--- src/rtl/spi_interval_master.sv ---
`timescale 1ns/1ps
module spi_interval_master #(
  parameter int HALF = 2
) (
  input  logic        clk,
  input  logic        rst_n,
  input  logic        wr_en,
  input  logic        rd_en,
  input  logic [1:0]  addr,
  input  logic [15:0] wdata,
  output logic [15:0] rdata,
  output logic        irq,
  output logic        sclk,
  output logic        mosi,
  output logic        cs_n,
  input  logic        miso
);
  localparam int DW = 16;
  localparam int LW = $clog2(DW);
  localparam int CW = 13;
  localparam int PW = (HALF > 1) ? $clog2(HALF) : 1;

  typedef enum logic [1:0] {S_IDLE, S_RUN, S_WAIT} st_t;
  st_t state;

  logic [PW-1:0] pre;
  logic          half;
  logic          mst, lpbk, ivl_en, ovr, irq_f, xch, full;
  logic [LW-1:0] len_m1, bit_idx;
  logic [CW-1:0] ivl_cnt, timer;
  logic [DW-1:0] tx_q, rx_q, sh_tx, sh_rx;

  wire tick    = (pre == PW'(HALF - 1));
  wire per_end = tick & half;
  wire mid     = tick & ~half;
  wire ivl_act = mst & ivl_en;
  wire rx_bit  = lpbk ? mosi : miso;
  wire data_rd = rd_en & (addr == 2'd0);

  assign mosi = ~cs_n & sh_tx[DW-1];
  assign irq  = irq_f;

  always_ff @(posedge clk or negedge rst_n)
    if (!rst_n) begin
      pre  <= '0;
      half <= 1'b0;
    end else if (tick) begin
      pre  <= '0;
      half <= ~half;
    end else begin
      pre  <= pre + 1'b1;
    end

  always_ff @(posedge clk or negedge rst_n)
    if (!rst_n) begin
      state <= S_IDLE;
      mst <= 1'b0; len_m1 <= '0;
      lpbk <= 1'b0; ivl_en <= 1'b0; ivl_cnt <= '0;
      ovr <= 1'b0; irq_f <= 1'b0; xch <= 1'b0; full <= 1'b0;
      tx_q <= '0; rx_q <= '0; sh_tx <= '0; sh_rx <= '0;
      bit_idx <= '0; timer <= '0;
      sclk <= 1'b0; cs_n <= 1'b1;
    end else begin
      if (wr_en)
        case (addr)
          2'd0: begin
            tx_q <= wdata;
            if (state == S_IDLE && mst && !xch) xch <= 1'b1;
          end
          2'd1: begin
            mst    <= wdata[15];
            len_m1 <= wdata[LW-1:0];
          end
          2'd2: begin
            lpbk    <= wdata[14];
            ivl_en  <= wdata[13];
            ivl_cnt <= wdata[CW-1:0];
          end
          default: if (wdata[15]) ovr <= 1'b0;
        endcase
      if (data_rd) begin
        irq_f <= 1'b0;
        full  <= 1'b0;
      end

      case (state)
        S_IDLE: begin
          if (xch && !mst) xch <= 1'b0;
          else if (xch && per_end) begin
            state   <= S_RUN;
            cs_n    <= 1'b0;
            sh_tx   <= tx_q << (LW'(DW - 1) - len_m1);
            sh_rx   <= '0;
            bit_idx <= len_m1;
          end
        end
        S_RUN: begin
          if (mid) begin
            sclk  <= 1'b1;
            sh_rx <= {sh_rx[DW-2:0], rx_bit};
          end
          if (per_end) begin
            sclk <= 1'b0;
            if (bit_idx == '0) begin
              cs_n  <= 1'b1;
              xch   <= 1'b0;
              rx_q  <= sh_rx;
              irq_f <= 1'b1;
              full  <= 1'b1;
              if (full && !data_rd) ovr <= 1'b1;
              if (ivl_act) begin
                timer <= ivl_cnt;
                state <= S_WAIT;
              end else begin
                state <= S_IDLE;
              end
            end else begin
              bit_idx <= bit_idx - 1'b1;
              sh_tx   <= sh_tx << 1;
            end
          end
        end
        default: begin
          if (!ivl_act) state <= S_IDLE;
          else if (per_end) begin
            if (timer == '0) begin
              xch     <= 1'b1;
              state   <= S_RUN;
              cs_n    <= 1'b0;
              sh_tx   <= tx_q << (LW'(DW - 1) - len_m1);
              sh_rx   <= '0;
              bit_idx <= len_m1;
            end else begin
              timer <= timer - 1'b1;
            end
          end
        end
      endcase
    end

  always_comb begin
    rdata = '0;
    case (addr)
      2'd0: rdata = rx_q;
      2'd1: begin
        rdata[15]     = mst;
        rdata[LW-1:0] = len_m1;
      end
      2'd2: rdata = {1'b0, lpbk, ivl_en, ivl_cnt};
      default: rdata[15:13] = {ovr, irq_f, xch};
    endcase
  end

  AST_SCLK_QUIET: assert property (@(posedge clk) disable iff (!rst_n)
    cs_n |-> !sclk);
  AST_AUTO_RESTART: assert property (@(posedge clk) disable iff (!rst_n)
    (state == S_WAIT && ivl_act && per_end && timer == '0) |=> (xch && !cs_n));
  AST_WAIT_ABORT: assert property (@(posedge clk) disable iff (!rst_n)
    (state == S_WAIT && !ivl_act) |=> (state == S_IDLE && cs_n));
  AST_SLAVE_SILENT: assert property (@(posedge clk) disable iff (!rst_n)
    (state == S_IDLE && !mst) |=> cs_n);
  AST_OVR_HOLD: assert property (@(posedge clk) disable iff (!rst_n)
    (ovr && !(wr_en && addr == 2'd3 && wdata[15])) |=> ovr);
endmodule

--- config.mk ---
export PLATFORM = sky130hd
export DESIGN_NAME = spi_interval_master
export DESIGN_NICKNAME = d
export VERILOG_FILES = /design/src/rtl/spi_interval_master.sv
export SDC_FILE = /design/constraint.sdc
export NUM_CORES = 1
export LEC_CHECK = 0
export ABC_AREA = 1
export BUFFER_PORTS_ARGS = -buffer_cell sky130_fd_sc_hd__buf_2
export CAP_MARGIN = 40
export CORE_MARGIN = 8
export CORE_UTILIZATION = 40
export CTS_CLUSTER_DIAMETER = 100
export CTS_CLUSTER_SIZE = 24
export DETAILED_ROUTE_END_ITERATION = 10
export MAX_ROUTING_LAYER = met4
export PLACE_DENSITY = 0.63
export REMOVE_ABC_BUFFERS = 1
export SLEW_MARGIN = 10
export SYNTH_ARGS = -nofsm -noshare
export SYNTH_HDL_FRONTEND = slang
export SYNTH_SLANG_ARGS = --single-unit
--- constraint.sdc ---
create_clock -name clk -period 1.8 [get_ports clk]
set_input_delay 0.09 -clock clk [delete_from_list [all_inputs] [get_ports clk]]
set_output_delay 0.09 -clock clk [all_outputs]
set_load 0.01 [all_outputs]
==> flow_summary.toml <==
[routing]
ant_nets = 0
post-route-drc-count = 0
wl_per_cell_um = 15.5
dr.pass1.iters = 5
wirelength_um = 15900
vias = 5296
initialDrtViolationCount = 552
via_per_inst = 5.17

[finish]
most-common-layout-cells = "270 x nand2_1, 109 x dfrtp_1, 80 x o21ai_0"
final_area_um2 = 6870
syn_to_final_growth_pct = 14.5
final_core_util_pct = 47.1
multi_input_area_um2 = 2760
nFillCells = 1449
layout.cells.non_filler = 1024
seq_area_um2 = 2780
final_common_cell = "nand2_1"
final_nets = 861
layout-drive-gt1-share_pct = 17.0
diodes = 0

[pwr]
leakagePower_nw = 3.44
power_density_nw_per_um2 = 1440
peakVddDrop_mv = 0.804
p_total_mw = 9.89

[clock_tree]
cts_made_buffers = 9
root_buffer = "clkbuf_16"
tritoncts = "yes"
clockBufferDepth = 2
clock_latency_ps = 360
h-tree-depth = 3
cts.sinks = 111
clkTransAtPathRegs_ps = 80

[synth]
ys_seq_area_share_pct = 46.3
synth-edff-count = 0
synth_area_per_cell_um2 = 7.61
netlist_instances = 789
yosysTopAreaCell = "dfrtp_1"
synthFlopType = "dfrtp_1"
async_flop_share_pct = 100
synth_area_um2 = 6000
netlist-cell-type-count = 41
yosys-top-cells-area = "dfrtp_1 46%, nand2_1 17%, o21ai_0 6.8%"
ys_warn_count = 0
synth_top_area_share_pct = 45.9
synth-seq-cells = 111

[outcome]
status = "complete, no violations"

[critical_path]
cp_max_fo = 6
startpoint_type = "flop"
worst_ep_required_time_ps = 2040
rr_worst_depth = 9
criticalPathCategory = "flop to flop"
cp.arrival_ps = 1930
cp-end-kind = "flop"

[global_routing]
globalRouteTotalUtil_pct = 17.1
antenna_found_initial = 0
grt_pass1_wl_um = 26300
grt-ovfl-total = 0
grt_max_degree = 36
grt_pass1_vias = 5026

[sta]
holdWs_ps = 5.74
setup_viol = 0
fin_crit_sh_pct = 94.0
relSlewSlack_pct = 49.3
period_minus_slack_ps = 1690
finalWorstSetupSlack_ps = 107
finalHoldViolCount = 0
setup_tns_ps = 0
max_freq_mhz = 591
rsz0062_at_grt = "true"
fin_skew_ps = 9.35
maxSlewViolCount = 0
worstMarginPinSlew_ps = 760

[place]
portBuffers = 42
placed_cell_area_um2 = 6460
gp_congestion = 0.924
dp.cells = 1003
dp_slack_ps = 28.5
place_hpwl_um = 11500

[die]
core_um2 = 14600
fp-row-count = 44
dieArea_um2 = 19200
initial_core_util_pct = 41.1
dieWidth_um = 138
ios = 43
die_h_um = 138

[job]
cap_violations = 0

[hold_path]
holdPathStages = 3
hp-class = "input port to flop"
-- routing by layer --
layer	routed length (um)	up-vias	track usage, %
met5	0	-	-
met4	270	0	4.92
met3	598	15	2.91
met2	7300	140	25.3
met1	7730	2494	23.6
li1	-	2647	-
-- path summary, 6_finish.rpt --
path,from,endpoint,slack [ps]
max,timer[0],bit_idx[1],110
min,wdata[9],tx_q[9],6
max reg2reg,timer[0],bit_idx[1],110
min reg2reg,pre,pre,470
max in group asynchronous,rst_n,tx_q[13],980
min in group asynchronous,rst_n,sh_rx[11],190
-- final cells by class --
type                            count  share of cell area (%)
Sequential cell                   111                    40.5
Multi-Input combinational cell    565                    40.2
Tap cell                          184                    3.35
Inverter                           80                    4.44
Clock inverter                      7                    1.24
Clock buffer                        9                    3.28
Timing Repair Buffer               68                    6.98
-- flip-flops by register name (all words and copies together) (netlist names) --
signal	flops
rx_q	16
sh_rx	16
sh_tx	16
tx_q	16
ivl_cnt	13
timer	13
bit_idx	4
len_m1	4
state	2
cs_n	1
full	1
half	1
irq	1
ivl_en	1
lpbk	1
mst	1
ovr	1
pre	1
sclk	1
xch	1
-- timing repair --
item	CTS	global route
endpoints found under the setup margin	0	51
gates resized for setup	0	13
hold endpoints to repair	67	0
setup buffers	0	1
hold buffers	2	0
-- synth_stat cells, types with 3 or more instances --
cell,count
nand2_1,272
dfrtp_1,110
o21ai_0,81
inv_1,73
nand3_1,73
nor2_1,38
o21ai_2,22
o22ai_1,16
buf_2,13
clkbuf_1,12
a21oi_1,9
buf_6,7
nand2_2,7
inv_2,6
o21ai_1,5
nor2_2,4
o221ai_1,4
a21boi_0,3
a31oi_1,3
ha_1,3
nand4_1,3
nor2_4,3
-- report_power, final --
group,internal [mW],switching (mW),leakage [nW]
combinational,1.47,2.74,1.84
clock,1.11,1.01,0.146
sequential,3.13,0.432,1.45
-- critical path: stages (launching register included) --
cell	delay [ps]
dfrtp_1	370
inv_1	130
ha_1	200
nand2_1	70
nor3_2	170
nand2_4	110
nand2_8	100
nand2_4	100
nor2_4	230
o21ai_1	100
-- kinds of logic after synthesis --
kind of cell             Yosys count  synth area share, %
AND/OR/NAND/NOR                  409                 29.4
AO/OA/AOI/OAI                    149                 14.9
buffers and inverters            115                 8.47
flip-flops                       111                 46.3
adder cells (fa/ha/maj)            3                0.626
XOR/XNOR                           1                0.146
multiplexers                       1                0.188
Note: power is estimated with default switching activity, not from simulation.
